$ cat src/rtl/bcd_port_pkg.sv
package bcd_port_pkg;

  typedef enum logic [1:0] {
    LVL_LOW  = 2'd0,
    LVL_OPEN = 2'd1,
    LVL_HIGH = 2'd2
  } lvl_t;

  // Three-level decode; the unused code falls back to the idle level
  function automatic lvl_t decode_lvl(input logic [1:0] code);
    case (code)
      2'b00:   return LVL_LOW;
      2'b10:   return LVL_HIGH;
      default: return LVL_OPEN;
    endcase
  endfunction

endpackage

$ cat src/rtl/bcd_lvl_sync.sv
module bcd_lvl_sync
  import bcd_port_pkg::*;
#(
  parameter int STAGES = 2
) (
  input  logic       clk,
  input  logic       rst_n,
  input  logic [1:0] code_in,
  output logic       is_low,
  output logic       is_high,
  output logic       rise_high
);

  logic [1:0] pipe [STAGES];
  logic       prev_high;
  lvl_t       lvl;

  always_ff @(posedge clk or negedge rst_n) begin
    if (!rst_n) begin
      for (int i = 0; i < STAGES; i++) pipe[i] <= 2'b01;
      prev_high <= 1'b0;
    end else begin
      pipe[0] <= code_in;
      for (int i = 1; i < STAGES; i++) pipe[i] <= pipe[i-1];
      prev_high <= is_high;
    end
  end

  always_comb begin
    lvl       = decode_lvl(pipe[STAGES-1]);
    is_low    = (lvl == LVL_LOW);
    is_high   = (lvl == LVL_HIGH);
    rise_high = is_high && !prev_high;
  end

endmodule

$ cat src/rtl/bcd_load_tick.sv
module bcd_load_tick #(
  parameter int DIV = 4
) (
  input  logic clk,
  input  logic rst_n,
  input  logic run,
  output logic tick
);

  localparam int CW = (DIV > 1) ? $clog2(DIV) : 1;
  localparam logic [CW-1:0] LAST = CW'(DIV - 1);

  logic [CW-1:0] cnt;

  assign tick = run && (cnt == LAST);

  always_ff @(posedge clk or negedge rst_n) begin
    if (!rst_n)    cnt <= '0;
    else if (!run) cnt <= '0;
    else if (tick) cnt <= '0;
    else           cnt <= cnt + 1'b1;
  end

endmodule

$ cat src/rtl/bcd_load_fsm.sv
module bcd_load_fsm #(
  parameter int N  = 4,
  localparam int PW = $clog2(N)
) (
  input  logic          clk,
  input  logic          rst_n,
  input  logic          lc_high,
  input  logic          lr_high,
  input  logic          lc_rise,
  input  logic          lr_rise,
  input  logic          lr_low,
  input  logic          scan_tick,
  input  logic          tick,
  input  logic [3:0]    din,
  output logic          load_active,
  output logic          load_cnt,
  output logic [PW-1:0] phase,
  output logic [N-1:0]  stb_c,
  output logic [N-1:0]  stb_r,
  output logic [3:0]    ld_dig
);

  localparam logic [PW-1:0] TOP = PW'(N - 1);

  logic load_q, ldc_q, ldr_q, pend_c, pend_r;
  logic any_req, start, last, again, capture;
  logic nxt_ldc, nxt_ldr;
  logic [PW-1:0] phase_dn;

  always_comb begin
    any_req  = lc_rise || lr_rise || pend_c || pend_r;
    start    = !load_q && any_req;
    last     = load_q && tick && (phase == '0);
    again    = last && (lc_high || lr_high || any_req);
    capture  = start || again;
    nxt_ldc  = (again && lc_high) || lc_rise || pend_c;
    nxt_ldr  = (again && lr_high) || lr_rise || pend_r;
    phase_dn = (phase == '0) ? TOP : phase - 1'b1;
  end

  always_ff @(posedge clk or negedge rst_n) begin
    if (!rst_n) begin
      load_q <= 1'b0;
      ldc_q  <= 1'b0;
      ldr_q  <= 1'b0;
      pend_c <= 1'b0;
      pend_r <= 1'b0;
      phase  <= TOP;
      stb_c  <= '0;
      stb_r  <= '0;
      ld_dig <= '0;
    end else begin
      pend_c <= capture ? 1'b0 : (pend_c || lc_rise);
      pend_r <= capture ? 1'b0 : (pend_r || lr_rise);
      stb_c  <= '0;
      stb_r  <= '0;
      if (start) begin
        load_q <= 1'b1;
        phase  <= TOP;
        ldc_q  <= nxt_ldc;
        ldr_q  <= nxt_ldr;
      end else if (load_q) begin
        if (tick) begin
          ld_dig       <= din;
          stb_c[phase] <= ldc_q;
          stb_r[phase] <= ldr_q;
          phase        <= phase_dn;
          if (last) begin
            if (again) begin
              ldc_q <= nxt_ldc;
              ldr_q <= nxt_ldr;
            end else begin
              load_q <= 1'b0;
            end
          end
        end
      end else if (scan_tick && !lr_low) begin
        phase <= phase_dn;
      end
    end
  end

  assign load_active = load_q;
  assign load_cnt    = load_q && ldc_q;

  AST_STB_ONEHOT: assert property (@(posedge clk) disable iff (!rst_n)
    $onehot0(stb_c | stb_r));
  AST_STB_AFTER_LOAD: assert property (@(posedge clk) disable iff (!rst_n)
    ((|stb_c) || (|stb_r)) |-> $past(load_q));
  AST_START_AT_TOP: assert property (@(posedge clk) disable iff (!rst_n)
    $rose(load_q) |-> (phase == TOP));
  AST_LOAD_STEP_DOWN: assert property (@(posedge clk) disable iff (!rst_n)
    (load_q && $past(load_q) && !$stable(phase)) |->
      (phase == (($past(phase) == '0) ? TOP : $past(phase) - 1'b1)));
  AST_SCAN_FROZEN: assert property (@(posedge clk) disable iff (!rst_n)
    (!load_q && $past(!load_q) && $past(lr_low)) |-> $stable(phase));

endmodule

$ cat src/rtl/bcd_port_seq.sv
module bcd_port_seq #(
  parameter int NUM_DIGITS     = 4,
  parameter int SYNC_STAGES    = 2,
  parameter int LOAD_DIV       = 4,
  parameter bit COMMON_CATHODE = 1'b0,
  localparam int PW = $clog2(NUM_DIGITS)
) (
  input  logic                    clk,
  input  logic                    rst_n,
  input  logic [1:0]              lc_code,
  input  logic [1:0]              lr_code,
  input  logic                    scan_tick,
  input  logic [3:0]              bcd_in,
  input  logic [4*NUM_DIGITS-1:0] latch_digits,
  output logic                    port_oe,
  output logic [3:0]              port_dout,
  output logic [NUM_DIGITS-1:0]   digit_sel,
  output logic [3:0]              ld_digit,
  output logic [NUM_DIGITS-1:0]   cnt_ld_stb,
  output logic [NUM_DIGITS-1:0]   reg_ld_stb,
  output logic                    count_inhibit,
  output logic                    flags_invalid,
  output logic                    display_off
);

  logic lc_low, lc_high, lc_rise, lr_low, lr_high, lr_rise;
  logic tick, load_active, load_cnt;
  logic [PW-1:0] phase;
  logic [3:0] din_true;
  logic [3:0] digs [NUM_DIGITS];

  bcd_lvl_sync #(.STAGES(SYNC_STAGES)) u_lc_sync (
    .clk(clk), .rst_n(rst_n), .code_in(lc_code),
    .is_low(lc_low), .is_high(lc_high), .rise_high(lc_rise));

  bcd_lvl_sync #(.STAGES(SYNC_STAGES)) u_lr_sync (
    .clk(clk), .rst_n(rst_n), .code_in(lr_code),
    .is_low(lr_low), .is_high(lr_high), .rise_high(lr_rise));

  bcd_load_tick #(.DIV(LOAD_DIV)) u_tick (
    .clk(clk), .rst_n(rst_n), .run(load_active), .tick(tick));

  generate
    if (COMMON_CATHODE) begin : g_low_true
      assign din_true = ~bcd_in;
    end else begin : g_high_true
      assign din_true = bcd_in;
    end
  endgenerate

  bcd_load_fsm #(.N(NUM_DIGITS)) u_fsm (
    .clk(clk), .rst_n(rst_n),
    .lc_high(lc_high), .lr_high(lr_high),
    .lc_rise(lc_rise), .lr_rise(lr_rise), .lr_low(lr_low),
    .scan_tick(scan_tick), .tick(tick), .din(din_true),
    .load_active(load_active), .load_cnt(load_cnt), .phase(phase),
    .stb_c(cnt_ld_stb), .stb_r(reg_ld_stb), .ld_dig(ld_digit));

  genvar g;
  generate
    for (g = 0; g < NUM_DIGITS; g++) begin : g_dig
      assign digs[g]      = latch_digits[4*g +: 4];
      assign digit_sel[g] = !display_off && (phase == PW'(g));
    end
  endgenerate

  assign display_off   = lr_low && !load_active;
  assign port_oe       = !load_active && !lc_low && !lr_low;
  assign port_dout     = port_oe ? digs[phase] : 4'h0;
  assign count_inhibit = load_cnt;
  assign flags_invalid = load_active;

  AST_PORT_QUIET_IN_LOAD: assert property (@(posedge clk) disable iff (!rst_n)
    flags_invalid |-> (!port_oe && port_dout == 4'h0));
  AST_INHIBIT_IN_LOAD: assert property (@(posedge clk) disable iff (!rst_n)
    count_inhibit |-> flags_invalid);
  AST_DARK_SEL: assert property (@(posedge clk) disable iff (!rst_n)
    display_off |-> (digit_sel == '0));

endmodule

$ cat config.mk
export PLATFORM = sky130hd
export DESIGN_NAME = bcd_port_seq
export DESIGN_NICKNAME = d
export VERILOG_FILES = /design/src/rtl/bcd_port_pkg.sv /design/src/rtl/bcd_lvl_sync.sv /design/src/rtl/bcd_load_tick.sv /design/src/rtl/bcd_load_fsm.sv /design/src/rtl/bcd_port_seq.sv
export SDC_FILE = /design/constraint.sdc
export NUM_CORES = 1
export LEC_CHECK = 0
export BUFFER_PORTS_ARGS = -buffer_cell sky130_fd_sc_hd__buf_2
export CAP_MARGIN = 5
export CORE_AREA = 2 2 110 59
export CTS_CLUSTER_DIAMETER = 120
export DETAILED_ROUTE_END_ITERATION = 10
export DIE_AREA = 0 0 112 61
export GPL_ROUTABILITY_DRIVEN = 0
export PLACE_DENSITY = 0.49
export SLEW_MARGIN = 20
export SYNTH_ARGS = -nofsm -noshare
export SYNTH_HDL_FRONTEND = slang
export SYNTH_SLANG_ARGS = --single-unit
$ cat constraint.sdc
create_clock -name clk -period 2.3 [get_ports clk]
set_input_delay 0.115 -clock clk [delete_from_list [all_inputs] [get_ports clk]]
set_output_delay 0.115 -clock clk [all_outputs]
set_load 0.02 [all_outputs]
# Yosys cells after proc, flatten, opt, wreduce, memory -nomap -nowiden
# Index checks and enable logic that the tools add are counted.
# totals
ff_bits	31
in_bits	27
word_cells	122
# classes
addsub	2
n_lt_le_gt_ge	3
n_eq_ne	9
n_mux	38
bitwise	4
reduce_logical	50
# ops
cell	n
4-bit 2-to-1 mux	9
1-bit logical AND	19
1-bit 2-to-1 mux	18
2-bit == test, second input constant	7
2-bit 2-to-1 mux	7
1-bit logical OR	12
2-bit zero test	5
4-bit bitwise AND	2
4-bit binary-select mux with 2-bit select	1
2-bit case mux with 2 select lines	2
2-bit nonzero test	4
1-bit zero test	6
4-bit AND reduction	1
3-bit greater-or-equal comparator, second input constant	1
2-bit by 3-bit < comparator with 1-bit output, second input constant	1
3-bit by 2-bit inequality test with 1-bit output, second input constant	1
2-bit inverter with 3-bit output	1
3-bit AND reduction	1
3-bit nonzero test	1
2-bit by 1-bit adder with 2-bit output, second input constant	1
1-bit demux with 2-bit select	1
2-bit by 1-bit == test with 1-bit output, second input constant	1
2-bit by 1-bit greater-or-equal comparator with 1-bit output, second input constant	1
2-bit AND reduction	1
2 further kinds	2

# Longest topological paths before layout
# depth
depth_word	17
mapped_depth	7
mapped_depth_nobuf	6

# By module
# Synthesis repeated with hierarchy kept, for this count alone.
# hier_totals
hier_cells	109
hier_area_um2	1397.6
# by_module_without_submodules
module	n_inst	cells_per_inst	area_each_um2	seq_area_each_um2
bcd_load_fsm	1	66	834.6	478.0
bcd_lvl_sync	2	8	150.1	127.6
bcd_port_seq	1	21	171.4	0.0
bcd_load_tick	1	6	91.3	50.0

# Worst setup path before layout
# No wires, ideal clock.
# synth_path
path_type	register -> output
start	register u_fsm.load_q (netlist: u_fsm.load_active)
end	output port digit_sel[0]
arrival_ps	1638
t_required_ps	2185
path_slack_ps	547
stages_incl_launch_ff	4
path_cell_list	dfrtp_1 clkbuf_1 nor3_1 nor2b_1
# synth_between
elab_chain_cells	4
# synth_lines
item	line_no	text
from (decl)	bcd_load_fsm.sv:25	logic load_q, ldc_q, ldr_q, pend_c, pend_r;
from (signal assigned)	bcd_load_fsm.sv:43	load_q <= 1'b0;
from (signal assigned)	bcd_load_fsm.sv:58	load_q <= 1'b1;
from (signal assigned)	bcd_load_fsm.sv:73	load_q <= 1'b0;
1-bit zero test	bcd_port_seq.sv:67	assign display_off = lr_low && !load_active;
1-bit logical AND	bcd_port_seq.sv:67	
named net display_off	bcd_port_seq.sv:23	output logic display_off
1-bit zero test	bcd_port_seq.sv:63	assign digit_sel[g] = !display_off && (phase == PW'(g));
1-bit logical AND	bcd_port_seq.sv:63	
to (decl)	bcd_port_seq.sv:17	output logic [NUM_DIGITS-1:0] digit_sel,
# The timed path passes the listed nets, and every way through them passes these cells.

# Worst setup path after layout
# layout_path
start	register u_fsm.phase[0]
end	output port port_dout[1]
# layout_between
elab_chain_cells	5
# layout_lines
item	line_no	text
from (decl)	bcd_load_fsm.sv:17	output logic [PW-1:0] phase,
from (signal assigned)	bcd_load_fsm.sv:67	phase <= phase_dn;
from (signal assigned)	bcd_load_fsm.sv:78	phase <= phase_dn;
2-bit inverter with 3-bit output (implied by the code)	bcd_port_seq.sv:69	assign port_dout = port_oe ? digs[phase] : 4'h0;
4-bit binary-select mux with 2-bit select	bcd_port_seq.sv:69	
4-bit 2-to-1 mux (implied by the code) (2 in a row)	bcd_port_seq.sv:69	
4-bit 2-to-1 mux	bcd_port_seq.sv:69	
to (decl)	bcd_port_seq.sv:16	output logic [3:0] port_dout,
# Every way passes these cells. The select of a mux whose other input is x is not followed.

==> flow_summary.toml <==
[outcome]
outcome = "complete, no violations"

[detailed_routing]
vias = 962
totalWireLength_mm = 3.01
drt-initial-drc-count = 55
drc = 0
dr.pass1.iters = 4
ant_nets = 0
via_per_inst = 4.03
routedWlPerCell_um = 12.6

[timing]
drv_slew = 0
period_minus_slack_ns = 1.93
tightestPinTransition_ns = 0.746
final-hold-violation-count = 0
finClkSkew_ns = 0.00636
fmax_mhz = 519
finalSetupViolations = 0
post-route-period-util = 0.837
layout_setup_ws_ns = 0.374
slew_headroom = 0.497
fin_tns_setup_ns = 0
rsz0062_at_grt = "no"

[placement]
dpl.cell_count = 226
portBuffers = 50
hpwl_mm = 2.30
dp_slack_ns = 0.488

[clock_network]
cts.sinks = 31
cts_tree = "done"
cts.path.max_buffers = 2
cts_htree_levels = 2
cts_made_buffers = 5
clk_latency_ns = 0.27
cts.clk_slew.worst_paths_ns = 0.05
cts-root-buf = "clkbuf_16"

[global_route]
grt_use_total = 0.0937
gr-total-overflow = 0
grt_antenna_before_repair = 0
grt_pass1_vias = 954
grt_pass1_wl_mm = 4.73
grt_max_degree = 32

[power_and_ir_drop]
cellLeakagePower_uw = 0.000949
pwr-share-seq = 0.373
switching_share = 0.327
irDropWorstVdd_v = 0.000418
internal_power_uw = 1480
switchingPower_uw = 718
combPwrFrac = 0.333
power_uw = 2200
p_per_area_nw_per_um2 = 1160
p_clk_frac = 0.295

[critical_path]
endpoint_kind = "primary output"
cp-start-kind = "flop"
crit_required_ns = 2.18
cp_max_fo = 9
crit_type = "reg -> out"
crit_arrival_ns = 1.81

[yosys]
syn_area_per_cell_um2 = 13.5
netlist_area_um2 = 1360
yosysTopAreaCell = "dfrtp_1"
yosys_register_bits = 31
synthCells = 101
synthFlopType = "dfrtp_1"
async_reset_ff_frac = 1.00
syn-num-nets = 133
synth_edf_count = 0
synthTopCellsByArea = "dfrtp_1, dfstp_2, mux4_2, ha_1, mux2_2"
ys_warn_count = 0
synth_cell_type_count = 30
synth_top_area_frac = 0.459
ys_seq_area_frac = 0.575
synth_most_common_cell = "dfrtp_1"
synth_common_cells = "dfrtp_1, and3_1, nor2b_1, dfstp_2"

[cells_and_area]
drive_gt1_frac = 0.481
n_antenna_cell = 0
nets = 193
final_cells = 239
syn_to_final_growth_pct = 39.5

[min_path]
hp-class = "in -> reg"

[floorplan]
die_area_um2 = 6830
coreArea_um2 = 5860
rows = 20
die_x_um = 112
fp.dieH_um = 61
initial_core_util = 0.233
ios = 51

[flow_run]
drv_cap = 0
## cell families after synthesis
group | after synthesis | synth area share
and+or+nand+nor | 34 | 0.161
DFF | 31 | 0.575
AOI/OAI and AO/OA | 14 | 0.0827
muxes | 10 | 0.115
buffers and inverters | 7 | 0.0211
adders and majority gates | 5 | 0.0459
## cell usage in the layout, fill, tap and decap left out, types with 5 or more instances in the layout
cell           netlist  routed
mux2_2               5       5
dfstp_2              6       6
dfrtp_1             25      25
dlygate4sd3_1        0       5
clkbuf_16            0       5
buf_2                2      50
nor2b_1              8       8
and3_1               8       8
ha_1                 5       5
o21ai_0              5       5
## path summary, 6_finish.rpt
| path | startpoint | end | slack [ns] | depth (start not counted) |
|---|---|---|---|---|
| max | u_fsm.phase[0]$_DFFE_PN1P_ | port_dout[1] | 0.37 | 3 |
| max in group asynchronous | rst_n | u_lr_sync.pipe[1]$_DFF_PN0_ | 1.42 | 2 |
| min | bcd_in[3] | u_fsm.ld_dig[3]$_DFFE_PN0P_ | 0.08 | 2 |
| min in group asynchronous | rst_n | u_fsm.ld_dig[3]$_DFFE_PN0P_ | 0.42 | 2 |
| min reg2reg | u_lr_sync.pipe[3]$_DFF_PN0_ | u_lr_sync.pipe[1]$_DFF_PN0_ | 0.34 | 0 |
| max reg2reg | u_fsm.phase[0]$_DFFE_PN1P_ | u_fsm.ldr_q$_DFFE_PN0P_ | 0.47 | 6 |
## sequential cells by signal, indices dropped and copies added (netlist names), 2 cells and up
signal and flops:
u_lr_sync.pipe 4, u_fsm.phase 2, u_fsm.ld_dig 4, u_fsm.stb_r 4, u_tick.cnt 2, u_lc_sync.pipe 4
u_fsm.stb_c 4
## area by class of cell
type	count	area [um2]
Clock buffer	7	143
Clock inverter	1	5.00
Fill cell	605	3960
Inverter	4	15.0
Multi-Input combinational cell	63	551
Sequential cell	31	783
Tap cell	77	96.3
Timing Repair Buffer	56	308
## power by group through the flow
stage	clock network, uW	logic [uW]	registers (uW)
3_5_place_dp	0	731	831
5_1_grt	698	806	841
2_1_floorplan	0	479	852
4_1_cts	668	737	822
3_3_place_gp	0	736	830
6_report	648	732	820
## per-layer routing
layer | vias up | share of wire | track usage
li1 | 470 | - | -
met1 | 462 | 0.54 | 0.135
met2 | 30 | 0.39 | 0.121
met3 | 0 | 0.074 | 0.0450
met4 | 0 | 0 | 0.0314
met5 | - | 0 | 0
## metrics by stage
stage               hold WS [ns]  utilization  instance area, um2
finish                    0.0768        0.325                1900
global route              0.0770        0.325                1900
CTS                       0.0695        0.325                1900
detailed placement         0.194        0.291                1700
global placement           0.199        0.291                1700
floorplan                 -0.181            -                1360
## worst max-delay path, stage by stage (launching register included)
cell     delay, ns
dfstp_2       0.66
mux4_2        0.55
nor2b_1       0.14
buf_2         0.19
## repair_timing
item / 4_1_cts / 5_1_grt
buffers inserted: 0 / 0
hold endpoints to repair: 29 / 0
hold buffers: 5 / 0
resized for setup: 0 / 0
No activity file was read; power rests on OpenSTA's default activity.
